**config.mk**
```make
export PLATFORM = sky130hd
export DESIGN_NAME = serport_top
export DESIGN_NICKNAME = d
export VERILOG_FILES = /design/src/rtl/serport_pkg.sv /design/src/rtl/serport_decode.sv /design/src/rtl/serport_flags.sv /design/src/rtl/serport_txshift.sv /design/src/rtl/serport_regs.sv /design/src/rtl/serport_top.sv
export SDC_FILE = /design/constraint.sdc
export NUM_CORES = 1
export LEC_CHECK = 0
export BUFFER_PORTS_ARGS = -buffer_cell sky130_fd_sc_hd__clkbuf_2
export CORE_MARGIN = 5
export CORE_UTILIZATION = 64
export DETAILED_ROUTE_END_ITERATION = 6
export PLACE_DENSITY_LB_ADDON = 0.12
export SYNTH_ARGS = -nofsm -noshare
export SYNTH_HDL_FRONTEND = slang
export SYNTH_SLANG_ARGS = --single-unit
```
**constraint.sdc**
```tcl
create_clock -name clk -period 6.3 [get_ports clk]
set_input_delay 1.26 -clock clk [delete_from_list [all_inputs] [get_ports clk]]
set_output_delay 1.26 -clock clk [all_outputs]
set_load 0.01 [all_outputs]
```
**src/rtl/serport_pkg.sv**
```systemverilog
package serport_pkg;
  localparam int BUS_W  = 32;
  localparam int ADDR_W = 5;

  localparam logic [ADDR_W-1:0] OFS_STAT  = 5'h00;
  localparam logic [ADDR_W-1:0] OFS_DATA  = 5'h04;
  localparam logic [ADDR_W-1:0] OFS_BAUD  = 5'h08;
  localparam logic [ADDR_W-1:0] OFS_CTL1  = 5'h0C;
  localparam logic [ADDR_W-1:0] OFS_CTL2  = 5'h10;
  localparam logic [ADDR_W-1:0] OFS_CTL3  = 5'h14;
  localparam logic [ADDR_W-1:0] OFS_GUARD = 5'h18;

  localparam int BIT_TXE  = 7;
  localparam int BIT_TC   = 6;
  localparam int BIT_RXNE = 5;

  typedef struct packed {
    logic txe;
    logic tc;
    logic rxne;
  } flags_t;

  typedef struct packed {
    logic rd_any;
    logic stat_rd;
    logic stat_wr;
    logic data_rd;
    logic data_wr;
    logic baud_wr;
    logic ctl1_wr;
    logic ctl2_wr;
    logic ctl3_wr;
    logic guard_wr;
  } strobes_t;
endpackage

```
**src/rtl/serport_decode.sv**
```systemverilog
module serport_decode
  import serport_pkg::*;
(
  input  logic              sel,
  input  logic              wr,
  input  logic [ADDR_W-1:0] addr,
  output strobes_t          strb
);
  logic rd, wt;

  always_comb begin
    rd = sel & ~wr;
    wt = sel & wr;
    strb          = '0;
    strb.rd_any   = rd;
    strb.stat_rd  = rd & (addr == OFS_STAT);
    strb.data_rd  = rd & (addr == OFS_DATA);
    strb.stat_wr  = wt & (addr == OFS_STAT);
    strb.data_wr  = wt & (addr == OFS_DATA);
    strb.baud_wr  = wt & (addr == OFS_BAUD);
    strb.ctl1_wr  = wt & (addr == OFS_CTL1);
    strb.ctl2_wr  = wt & (addr == OFS_CTL2);
    strb.ctl3_wr  = wt & (addr == OFS_CTL3);
    strb.guard_wr = wt & (addr == OFS_GUARD);
  end
endmodule

```
**src/rtl/serport_flags.sv**
```systemverilog
module serport_flags
  import serport_pkg::*;
(
  input  logic       clk,
  input  logic       rst_n,
  input  logic       stat_rd,
  input  logic       stat_wr,
  input  logic       data_rd,
  input  logic       data_wr,
  input  logic [2:0] stat_wbits,  // {bit7, bit6, bit5} of the write data
  input  logic       load,
  input  logic       stop_end,
  input  logic       rx_valid,
  output flags_t     flg,
  output logic       armed
);
  flags_t flg_q, flg_d;
  logic   arm_q, arm_d;
  logic   en;

  always_comb begin
    flg_d = flg_q;
    arm_d = arm_q;

    // holding-empty
    if (data_wr)                      flg_d.txe = 1'b0;
    else if (stat_wr && !stat_wbits[2]) flg_d.txe = 1'b0;
    else if (load)                    flg_d.txe = 1'b1;

    // frame complete
    if (stat_wr && !stat_wbits[1])    flg_d.tc = 1'b0;
    else if (data_wr && arm_q)        flg_d.tc = 1'b0;
    else if (stop_end && flg_q.txe && !data_wr) flg_d.tc = 1'b1;

    // byte received
    if (rx_valid)                     flg_d.rxne = 1'b1;
    else if (data_rd)                 flg_d.rxne = 1'b0;
    else if (stat_wr && !stat_wbits[0]) flg_d.rxne = 1'b0;

    // status-read record
    if (stat_rd)                      arm_d = 1'b1;
    else if (data_wr)                 arm_d = 1'b0;
  end

  assign en = stat_rd | stat_wr | data_rd | data_wr | load | stop_end | rx_valid;

  always_ff @(posedge clk or negedge rst_n) begin
    if (!rst_n) begin
      flg_q <= '{txe: 1'b1, tc: 1'b1, rxne: 1'b0};
      arm_q <= 1'b0;
    end else if (en) begin
      flg_q <= flg_d;
      arm_q <= arm_d;
    end
  end

  assign flg   = flg_q;
  assign armed = arm_q;
endmodule

```
**src/rtl/serport_txshift.sv**
```systemverilog
module serport_txshift #(
  parameter int DATA_W = 8,
  parameter int DIV_W  = 16
) (
  input  logic              clk,
  input  logic              rst_n,
  input  logic              start,
  input  logic [DATA_W-1:0] byte_in,
  input  logic [DIV_W-1:0]  div,
  output logic              busy,
  output logic              stop_end,
  output logic              line
);
  localparam int FRAME_W = DATA_W + 2;
  localparam int CNT_W   = $clog2(FRAME_W + 1);
  localparam logic [CNT_W-1:0] LAST = CNT_W'(FRAME_W - 1);

  logic               busy_q, busy_d;
  logic [FRAME_W-1:0] sh_q, sh_d;
  logic [CNT_W-1:0]   bit_q, bit_d;
  logic [DIV_W-1:0]   tick_q, tick_d;
  logic [DIV_W-1:0]   per_q, per_d;
  logic [DIV_W-1:0]   per_new;
  logic               period_end, last_bit, en;

  assign per_new    = (div == '0) ? DIV_W'(1) : div;
  assign period_end = busy_q && (tick_q == '0);
  assign last_bit   = (bit_q == LAST);

  always_comb begin
    busy_d = busy_q;
    sh_d   = sh_q;
    bit_d  = bit_q;
    tick_d = tick_q;
    per_d  = per_q;
    if (start && !busy_q) begin
      busy_d = 1'b1;
      sh_d   = {1'b1, byte_in, 1'b0};
      bit_d  = '0;
      per_d  = per_new;
      tick_d = per_new - DIV_W'(1);
    end else if (period_end) begin
      if (last_bit) begin
        busy_d = 1'b0;
      end else begin
        sh_d   = {1'b1, sh_q[FRAME_W-1:1]};
        bit_d  = bit_q + CNT_W'(1);
        tick_d = per_q - DIV_W'(1);
      end
    end else if (busy_q) begin
      tick_d = tick_q - DIV_W'(1);
    end
  end

  assign en = start | busy_q;

  always_ff @(posedge clk or negedge rst_n) begin
    if (!rst_n) begin
      busy_q <= 1'b0;
      sh_q   <= '1;
      bit_q  <= '0;
      tick_q <= '0;
      per_q  <= '0;
    end else if (en) begin
      busy_q <= busy_d;
      sh_q   <= sh_d;
      bit_q  <= bit_d;
      tick_q <= tick_d;
      per_q  <= per_d;
    end
  end

  assign busy     = busy_q;
  assign stop_end = period_end && last_bit;
  assign line     = busy_q ? sh_q[0] : 1'b1;
endmodule

```
**src/rtl/serport_regs.sv**
```systemverilog
module serport_regs
  import serport_pkg::*;
#(
  parameter int DATA_W = 8,
  parameter int DIV_W  = 16
) (
  input  logic              clk,
  input  logic              rst_n,
  input  strobes_t          strb,
  input  logic [ADDR_W-1:0] addr,
  input  logic [BUS_W-1:0]  wdata,
  input  logic              rx_valid,
  input  logic [DATA_W-1:0] rx_data,
  input  flags_t            flg,
  output logic [DATA_W-1:0] hold_byte,
  output logic [DIV_W-1:0]  div,
  output logic [2:0]        ien,
  output logic [BUS_W-1:0]  rdata
);
  logic [DATA_W-1:0] hold_q, rxb_q;
  logic [DIV_W-1:0]  div_q;
  logic [BUS_W-1:0]  ctl_q [4];
  logic [3:0]        ctl_we;

  assign ctl_we = {strb.guard_wr, strb.ctl3_wr, strb.ctl2_wr, strb.ctl1_wr};

  always_ff @(posedge clk or negedge rst_n) begin
    if (!rst_n)             hold_q <= '0;
    else if (strb.data_wr)  hold_q <= wdata[DATA_W-1:0];
  end

  always_ff @(posedge clk or negedge rst_n) begin
    if (!rst_n)             rxb_q <= '0;
    else if (rx_valid)      rxb_q <= rx_data;
  end

  always_ff @(posedge clk or negedge rst_n) begin
    if (!rst_n)             div_q <= '0;
    else if (strb.baud_wr)  div_q <= wdata[DIV_W-1:0];
  end

  for (genvar i = 0; i < 4; i++) begin : g_ctl
    always_ff @(posedge clk or negedge rst_n) begin
      if (!rst_n)           ctl_q[i] <= '0;
      else if (ctl_we[i])   ctl_q[i] <= wdata;
    end
  end

  always_comb begin
    rdata = '0;
    if (strb.rd_any) begin
      case (addr)
        OFS_STAT: begin
          rdata[BIT_TXE]  = flg.txe;
          rdata[BIT_TC]   = flg.tc;
          rdata[BIT_RXNE] = flg.rxne;
        end
        OFS_DATA:  rdata = BUS_W'(rxb_q);
        OFS_BAUD:  rdata = BUS_W'(div_q);
        OFS_CTL1:  rdata = ctl_q[0];
        OFS_CTL2:  rdata = ctl_q[1];
        OFS_CTL3:  rdata = ctl_q[2];
        OFS_GUARD: rdata = ctl_q[3];
        default:   rdata = '0;
      endcase
    end
  end

  assign hold_byte = hold_q;
  assign div       = div_q;
  assign ien       = {ctl_q[0][BIT_TXE], ctl_q[0][BIT_TC], ctl_q[0][BIT_RXNE]};
endmodule

```
**src/rtl/serport_top.sv**
```systemverilog
module serport_top
  import serport_pkg::*;
#(
  parameter int DATA_W = 8,
  parameter int DIV_W  = 16
) (
  input  logic              clk,
  input  logic              rst_n,
  input  logic              bus_sel,
  input  logic              bus_wr,
  input  logic [ADDR_W-1:0] bus_addr,
  input  logic [BUS_W-1:0]  bus_wdata,
  output logic [BUS_W-1:0]  bus_rdata,
  input  logic              rx_valid,
  input  logic [DATA_W-1:0] rx_data,
  output logic              tx_line,
  output logic              irq
);
  strobes_t          strb;
  flags_t            flg;
  logic              armed;
  logic              tx_busy, stop_end, load;
  logic [DATA_W-1:0] hold_byte;
  logic [DIV_W-1:0]  div;
  logic [2:0]        ien;

  serport_decode u_dec (
    .sel  (bus_sel),
    .wr   (bus_wr),
    .addr (bus_addr),
    .strb (strb)
  );

  assign load = !tx_busy && !flg.txe;

  serport_flags u_flags (
    .clk        (clk),
    .rst_n      (rst_n),
    .stat_rd    (strb.stat_rd),
    .stat_wr    (strb.stat_wr),
    .data_rd    (strb.data_rd),
    .data_wr    (strb.data_wr),
    .stat_wbits ({bus_wdata[BIT_TXE], bus_wdata[BIT_TC], bus_wdata[BIT_RXNE]}),
    .load       (load),
    .stop_end   (stop_end),
    .rx_valid   (rx_valid),
    .flg        (flg),
    .armed      (armed)
  );

  serport_txshift #(.DATA_W(DATA_W), .DIV_W(DIV_W)) u_tx (
    .clk      (clk),
    .rst_n    (rst_n),
    .start    (load),
    .byte_in  (hold_byte),
    .div      (div),
    .busy     (tx_busy),
    .stop_end (stop_end),
    .line     (tx_line)
  );

  serport_regs #(.DATA_W(DATA_W), .DIV_W(DIV_W)) u_regs (
    .clk       (clk),
    .rst_n     (rst_n),
    .strb      (strb),
    .addr      (bus_addr),
    .wdata     (bus_wdata),
    .rx_valid  (rx_valid),
    .rx_data   (rx_data),
    .flg       (flg),
    .hold_byte (hold_byte),
    .div       (div),
    .ien       (ien),
    .rdata     (bus_rdata)
  );

  assign irq = |({flg.txe, flg.tc, flg.rxne} & ien);
endmodule

```
**Yosys cells after proc, flatten, opt, wreduce, memory -nomap -nowiden**

Cells that the tools add are included.

- Logic and storage cells: 114
- Bits of input ports: 50
- Register bits after elaboration: 211

- Bitwise operators: 20
- Equal/unequal tests: 9
- Multiplexer cells: 30
- Reductions and logical operators: 35
- $add $sub $neg: 4

Operators with widths:

| operator | number |
|---|---|
| $pmux W24 S5 | 1 |
| $mux W16 | 5 |
| $sub A16 B1 Y16 const B | 3 |
| $logic_not A16 Y1 | 2 |
| $mux W32 | 1 |
| $mux W10 | 3 |
| $pmux W5 S6 | 1 |
| $pmux W3 S7 | 1 |
| $eq A5 B5 Y1 const B | 3 |
| $mux W1 | 15 |
| $mux W4 | 3 |
| $reduce_bool A3 Y1 | 4 |
| $and A1 B1 Y1 | 11 |
| $eq A5 B4 Y1 const B | 2 |
| $logic_and A1 B1 Y1 | 10 |
| $reduce_and A2 Y1 | 5 |
| $reduce_and A3 Y1 | 3 |
| $or A1 B1 Y1 | 7 |
| $logic_not A1 Y1 | 6 |
| $reduce_bool A2 Y1 | 3 |
| $eq A5 B3 Y1 const B | 1 |
| $logic_not A5 Y1 | 1 |
| $add A4 B1 Y4 const B | 1 |
| $eq A4 B4 Y1 const B | 1 |
| 5 further kinds | 5 |

**Depth between registers and ports, before layout**

Gate-level depths: netlist (run 1).

- Word-level depth: 10
- Mapped depth: 13
- Depth with buffers taken out: 10

**Cells and area by module**

A second synthesis (run 1) with hierarchy kept.

- Cell total of the unflattened synthesis: 911
- Area total of the unflattened synthesis: 10417.5 um^2

Modules (own cells, without submodules):

| module | area each (um^2) | times used | sequential area each (um^2) | cells an instance |
|---|---|---|---|---|
| serport_regs | 7499.7 | 1 | 4003.8 | 577 |
| serport_txshift | 2605.0 | 1 | 1162.4 | 297 |
| serport_flags | 185.2 | 1 | 102.6 | 16 |
| serport_decode | 110.1 | 1 | 0.0 | 18 |
| serport_top | 17.5 | 1 | 0.0 | 3 |

**Least setup slack after synthesis (run 1)**

Ideal clock, no wire load.

- Path type: input -> output
- Start point: input port bus_addr[1]
- End point: output port bus_rdata[23]
- Path slack: 2319 ps
- Path buffers: 1
- Cell stages on the path: 7
- Arrival time: 2721 ps
- Cells stage by stage: or2_1 > nor2_1 > nand2_1 > nor2_2 > clkbuf_1 > a222oi_1 > a21oi_1

- Cells in the longest elaborated chain, start to end: 3

Ends and longest elaborated chain:

| item | line | text |
|---|---|---|
| start: declaration | serport_top.sv:11 | `input logic [ADDR_W-1:0] bus_addr,` |
| $eq A5 B5 Y1 or $eq A5 B4 Y1 (tied branches) | serport_regs.sv:52 | `case (addr)` |
| $pmux W24 S5 (*) | serport_regs.sv:52 |  |
| $mux W32 (*) | serport_regs.sv:51 | `if (strb.rd_any) begin` |
| end: declaration | serport_top.sv:13 | `output logic [BUS_W-1:0] bus_rdata,` |

Every way passes the cells marked *; elsewhere a longest branch is shown, timed or not.

**Final worst setup path (run 1)**

- Start point: input port bus_addr[4]
- End point: output port bus_rdata[22]

The elaborated chain is that of the path after synthesis.

==> impl_metrics.yaml, run 1 <==
place:
  dp_hpwl_um: 15400
  placed_cell_area_sq_um: 10300
  portBuffers: 83
  post-place-ws_ns: 1.37
  place.gp.congestion: 0.852
final_layout:
  post-route-cell-area_sq_um: 11100
  nFillCells: 1043
  fin_nets: 963
  multi_input_area_sq_um: 4240
  diodes: 0
  final_layout_size_suffix_gt1_frac: 0.353
  register_area_sq_um: 5270
  synthToLayoutAreaGrowth_pct: 13.6
route:
  drc: 0
  wire_per_inst_um: 20.7
  drt-total-wl_um: 23000
  firstDrtPassIters: 7
  num_vias: 7043
  first_iter_violations: 632
  ant_nets: 0
  avgViaCountPerCell: 6.33
power:
  powerDensity_nw_per_um2: 339
  total_power_uw: 3760
  peakVddDrop_v: 0.000261
  p_leak_uw: 0.00523
timing:
  tns_ns: 0
  drv_slew: 0
  fin_crit_sh: 0.790
  hold_viol_final: 0
  fmax_mhz: 201
  whs_ns: 0.416
  rsz0062_at_grt: "false"
  layout_setup_ws_ns: 1.32
  min_period_ns: 4.98
  skew_ns: 0.0110
  slew_headroom: 0.259
  setup_viol: 0
  worstMarginPinSlew_ns: 1.11
critical_path:
  worst_setup_path_end_kind: "primary output"
  slowest_delay_ns: 0.90
  cp_max_fo: 25
  cp.arrival_ns: 3.72
  reg2reg_depth: 10
  r2r_end: "u_tx.tick_q[4]"
  startpoint: "bus_addr[4]"
  r2r_setup_slack_ns: 3.17
  cp_data_required_time_ns: 5.04
  setup.worst_path.end: "bus_rdata[22]"
  path_cells: "clkbuf_2 -> inv_1 -> nor2_2 -> buf_4 -> nand2_1 -> a21oi_1 -> clkbuf_2"
  cp_common_cell: "clkbuf_2"
  cpMaxStageDelayCell: "nor2_2"
  crit_type: "input port to primary output"
  r2r-start: "u_tx.tick_q[3]"
  worstSetupStartpointType: "input port"
floorplan:
  row_count: 45
  die_x_um: 133
  core-area_sq_um: 15100
  start_util: 0.646
  die_area_sq_um: 17800
  ios: 84
  fp.dieH_um: 133
clock_tree:
  post_cts_resized: 0
  hold_buffers: 0
  cts_buffers: 23
  clk_pin_slew_ns: 0.06
  clk_root_buffer_cell: "clkbuf_16"
  cts_htree_levels: 1
  cts.sinks: 210
  clock_path_buffers: 3
  post_cts_buffers: 0
  clk_latency_ns: 0.52
  cts_tree: "yes"
synth:
  synth_edf_count: 0
  synthFlopType: "dfrtp_1"
  synth_area_sq_um: 9750
  synth_cells: 836
  ys_seq_elements: 210
  synthTopCellsByArea: "dfrtp_1 (51%), mux2_2 (19%), nand2_1 (3.7%), mux2i_1 (3.3%), dfstp_2 (3.0%)"
  synth_top_area_share: 0.511
  syn_avg_cell_area_sq_um: 11.7
  syn-num-nets: 889
  seq_area_frac_synth: 0.540
  synthArstFlopShare: 1.00
  yosysWarnings: 0
  synth_top_area_cell: "dfrtp_1"
  ys_types: 56
global_routing:
  grt_max_degree: 121
  use_met1: 0.359
  grt_first_pass_wirelength_um: 38300
  grt_pass1_vias: 7470
  gr-total-overflow: 0
  grt.busiest_layer: "met2"
  track_usage: 0.263
  grtUsageMet2: 0.430
  antenna_found_initial: 0
  met3_usage: 0.0408
status:
  status: "finished clean"
hold_path:
  hp-class: "flip-flop to flip-flop"
job:
  cap_violations: 0
## power breakdown
part / internal [uW] / total [uW] / leakage (uW) / switching (uW)
Sequential: 1590 / 1770 / 0.00274 / 172
Combinational: 297 / 670 / 0.00212 / 374
Clock: 784 / 1320 / 0.000370 / 537
## area by class of cell
class / instances / share of cell area
repair buffers: 100 / 0.0498
well taps: 188 / 0.0212
multi-input cells: 564 / 0.382
clock inverters: 7 / 0.00734
clock buffers: 32 / 0.0604
flip-flops and latches: 210 / 0.475
inverters: 11 / 0.00373
## stage by stage
stage          instances   util
6_report            1112  0.734
5_1_grt             1112  0.734
4_1_cts             1112  0.734
3_5_place_dp        1073  0.685
3_3_place_gp        1073  0.685
2_1_floorplan        836      -
## cell usage in the layout, fill, tap and decap left out, types with 11 or more instances in the layout
| cell | n |
|---|---|
| a21oi_1 | 37 |
| a221oi_1 | 14 |
| a222oi_1 | 17 |
| buf_4 | 17 |
| clkbuf_16 | 23 |
| clkbuf_2 | 82 |
| dfrtp_1 | 199 |
| dfstp_2 | 11 |
| inv_1 | 11 |
| mux2_2 | 161 |
| mux2i_1 | 32 |
| nand2_1 | 96 |
| nand3_1 | 12 |
| nor2_1 | 56 |
| o21ai_0 | 20 |
| o22ai_1 | 15 |
| xor2_1 | 12 |
## routing by layer
layer | vias to the layer above | wire length (um)
li1 | 3186 | -
met1 | 3547 | 9890
met2 | 253 | 11200
met3 | 57 | 1200
met4 | 0 | 672
met5 | - | 0
## state kept, by name, summed over array words and instances (netlist names)
name              count
u_regs.rxb_q          8
u_regs.ctl_q        125
u_regs.ien            3
u_flags.flg           3
u_tx.bit_q            4
u_tx.tick_q          16
u_regs.hold_byte      8
u_regs.div           16
u_tx.sh_q             9
u_flags.armed         1
u_tx.busy             1
u_tx.per_q           16
## synthesized netlist by cell type, drive strengths merged, types with 5 or more instances
| cell type | instances |
|---|---|
| a21oi | 38 |
| a221oi | 14 |
| a222oi | 17 |
| buf | 24 |
| clkbuf | 27 |
| dfrtp | 199 |
| dfstp | 11 |
| inv | 11 |
| mux2 | 161 |
| mux2i | 32 |
| nand2 | 96 |
| nand3 | 12 |
| nand4 | 5 |
| nor2 | 60 |
| nor3 | 13 |
| nor4 | 7 |
| o21ai | 27 |
| o22ai | 15 |
| o31ai | 11 |
| xor2 | 12 |
## kinds of logic (layout without fill, tap and decap cells)
family,count (synthesis),in the layout,share of synthesized area
simple gates,211,211,0.0961
flops,210,210,0.540
mux,193,193,0.219
compound gates,142,142,0.100
buf+inv,62,150,0.0273
xor+xnor,15,15,0.0135
fa+ha+maj,3,3,0.00385
## worst max-delay path: cells and delay by family
family / cells / cell delay [ns]
and+or+nand+nor: 2 / 0.99
buffers and inverters: 4 / 1.29
AOI/OAI and AO/OA: 1 / 0.16
## how the worst min path moves through the flow
stage	start	endpoint	slack, ns	cells after the start
2_1_floorplan	u_flags.armed	u_flags.flg[1]	0.39	1
3_3_place_gp	u_flags.armed	u_flags.flg[1]	0.40	1
3_5_place_dp	u_flags.armed	u_flags.flg[1]	0.40	1
4_1_cts	u_flags.armed	u_flags.flg[1]	0.42	1
5_1_grt	u_flags.armed	u_flags.flg[1]	0.44	1
6_report	u_flags.armed	u_flags.flg[1]	0.42	1
Power figures use the tool's default switching activity.
==> inputs of run 2 (changes only) <==
--- a/config.mk
+++ b/config.mk
@@ -5,9 +5,10 @@
 export SDC_FILE = /design/constraint.sdc
 export NUM_CORES = 1
 export LEC_CHECK = 0
+export ABC_AREA = 1
 export BUFFER_PORTS_ARGS = -buffer_cell sky130_fd_sc_hd__clkbuf_2
 export CORE_MARGIN = 5
-export CORE_UTILIZATION = 64
+export CORE_UTILIZATION = 60
 export DETAILED_ROUTE_END_ITERATION = 6
 export PLACE_DENSITY_LB_ADDON = 0.12
 export SYNTH_ARGS = -nofsm -noshare
==> constraint.sdc (replaced) <==
create_clock -name clk -period 4.9 [get_ports clk]
set_input_delay 0.98 -clock clk [delete_from_list [all_inputs] [get_ports clk]]
set_output_delay 0.98 -clock clk [all_outputs]
set_load 0.01 [all_outputs]
==> impl_metrics.yaml, run 2 <==
global_routing:
  grtUsageMet2: 0.434
  antenna_found_initial: 0
  grt_first_pass_wirelength_um: 39400
  gr-total-overflow: 0
  track_usage: 0.259
  grt_pass1_vias: 7819
  grt.busiest_layer: "met2"
  use_met1: 0.357
  grt_max_degree: 102
  met3_usage: 0.0336
critical_path:
  r2r-start: "u_tx.tick_q[12]"
  reg2reg_depth: 11
  worstSetupStartpointType: "input port"
  path_cells: "clkbuf_2 -> nor2_1 -> inv_1 -> nor2_1 -> nand3_1 -> inv_1 -> buf_4 -> a221oi_1 -> a31oi_1 -> clkbuf_2"
  cp_data_required_time_ns: 3.92
  cp_max_fo: 21
  worst_setup_path_end_kind: "primary output"
  cp.arrival_ns: 3.03
  setup.worst_path.end: "bus_rdata[4]"
  r2r_end: "u_tx.tick_q[4]"
  cp.depth: 10
  path_buf_inv: 5
  slowest_delay_ns: 0.40
  cpMaxStageDelayCell: "buf_4"
  startpoint: "bus_addr[1]"
  r2r_setup_slack_ns: 1.99
  critical-path-top-delay-family: "buffers and inverters"
  crit_type: "input port to primary output"
power:
  seqPwrFrac: 0.452
  powerDensity_nw_per_um2: 441
  power_frac_clock: 0.361
  switching_share: 0.295
  p_int_uw: 3460
  peakVddDrop_v: 0.000266
  p_leak_uw: 0.00543
  comb_power_share: 0.187
  p_sw_uw: 1450
synth:
  synth_top_area_cell: "dfrtp_1"
  synth_top_area_share: 0.508
  syn-num-nets: 1208
  syn_avg_cell_area_sq_um: 8.49
  synthTopCellsByCount: "nand2_1 (328), dfrtp_1 (199), o21ai_0 (192)"
  ys_types: 33
  synthArstFlopShare: 1.00
  synthFlopType: "dfrtp_1"
  yosysWarnings: 0
  synth_most_common_cell: "nand2_1"
  synth_edf_count: 0
  ys_seq_elements: 210
  synth_area_sq_um: 9800
  synth_cells: 1155
  seq_area_frac_synth: 0.537
  synthTopCellsByArea: "dfrtp_1 (51%), nand2_1 (13%), o21ai_0 (9.8%), inv_1 (4.5%), a221oi_1 (3.0%)"
final_layout:
  largest_reg_flops: 125
  diodes: 0
  post_layout_nonfiller_instances: 1449
  fin_nets: 1269
  final_common_cell: "nand2_1"
  layout_common_cells: "nand2_1 (324), dfrtp_1 (199), o21ai_0 (192), inv_1 (118), clkbuf_2 (82)"
  largest_register: "u_regs.ctl_q"
  final_layout_size_suffix_gt1_frac: 0.152
  synthToLayoutAreaGrowth_pct: 13.6
clock_tree:
  post_cts_buffers: 0
  hold_buffers: 0
  cts_htree_levels: 1
  clk_root_buffer_cell: "clkbuf_16"
  cts_buffers: 23
  clock_path_buffers: 3
  cts.sinks: 210
  cts_tree: "yes"
  clk_latency_ns: 0.51
  post_cts_resized: 0
  clk_pin_slew_ns: 0.05
timing:
  worstMarginPinSlew_ns: 1.15
  setup_viol: 0
  rsz0062_at_grt: "false"
  fin_crit_sh: 0.818
  drv_slew: 0
  skew_ns: 0.0116
  min_period_ns: 4.01
  tns_ns: 0
  fmax_mhz: 250
  hold_viol_final: 0
  slew_headroom: 0.232
place:
  dp_hpwl_um: 15200
  portBuffers: 83
  dp_cells: 1407
  place.gp.congestion: 0.877
floorplan:
  die_area_sq_um: 19000
  fp.dieH_um: 138
  row_count: 46
  core-area_sq_um: 15900
  die_x_um: 138
  ios: 84
  start_util: 0.615
route:
  first_iter_violations: 682
  wire_per_inst_um: 16.4
  avgViaCountPerCell: 5.59
  num_vias: 8099
  drt-total-wl_um: 23800
  firstDrtPassIters: 5
  ant_nets: 0
  drc: 0
job:
  cap_violations: 0
status:
  status: "finished clean"
hold_path:
  hp-class: "flip-flop to flip-flop"
-- run 2: area by class of cell --
cell class / count / area [sq um]
Fill cell: 1287 / 4810
Timing Repair Buffer: 94 / 519
Clock buffer: 34 / 667
Tap cell: 216 / 270
Sequential cell: 210 / 5270
Multi-Input combinational cell: 764 / 3830
Inverter: 123 / 462
Clock inverter: 8 / 119
-- run 2: cell families (layout without fill, tap and decap cells) --
logic type | count (synthesis) | in the layout | share of synthesized area
adder cells (fa/ha/maj) | 3 | 3 | 0.00383
AND/OR/NAND/NOR | 467 | 467 | 0.206
XOR/XNOR | 7 | 7 | 0.00625
buffers and inverters | 181 | 259 | 0.0735
AO/OA/AOI/OAI | 286 | 286 | 0.172
flip-flops | 210 | 210 | 0.537
multiplexers | 1 | 1 | 0.00102
-- run 2: how the worst min path moves through the flow --
| stage | start | endpoint | slack (ns) | cells past startpoint |
|---|---|---|---|---|
| floorplan | u_flags.armed | u_flags.flg[1] | 0.40 | 1 |
| global placement | u_flags.armed | u_flags.flg[1] | 0.41 | 1 |
| detailed placement | u_flags.armed | u_flags.flg[1] | 0.42 | 1 |
| CTS | u_flags.armed | u_flags.flg[1] | 0.43 | 1 |
| global route | u_flags.armed | u_flags.flg[1] | 0.44 | 1 |
| finish | u_flags.armed | u_flags.flg[1] | 0.43 | 1 |
-- run 2: through the flow --
step	power (uW)	setup slack (ns)	util	hold WS, ns	area (sq um)
finish	4910	0.894	0.698	0.432	11100
global route	5180	0.664	0.698	0.441	11100
CTS	4930	0.972	0.698	0.430	11100
detailed placement	3150	0.991	0.649	0.423	10300
global placement	3120	1.03	0.649	0.414	10300
floorplan	2900	1.69	-	0.402	9800
-- run 2: routing by layer --
metal / vias up / wire length, um
met4: 0 / 546
met1: 3913 / 10500
met2: 234 / 11500
met5: - / 0
li1: 3916 / -
met3: 36 / 1210
-- run 2: power groups by stage --
stage | Combinational (uW) | Sequential (uW) | Clock, uW
after floorplan | 708 | 2190 | 0
after detailed placement | 914 | 2240 | 0
after CTS | 923 | 2210 | 1790
after global routing | 1070 | 2250 | 1870
after global placement | 887 | 2230 | 0
final | 918 | 2220 | 1770
-- run 2: worst register-to-register path, delay by kind of cell, from the launching register on --
kind | cells | cell delay [ns]
flops | 1 | 0.39
buf+inv | 2 | 0.42
simple gates | 6 | 1.68
compound gates | 3 | 0.35
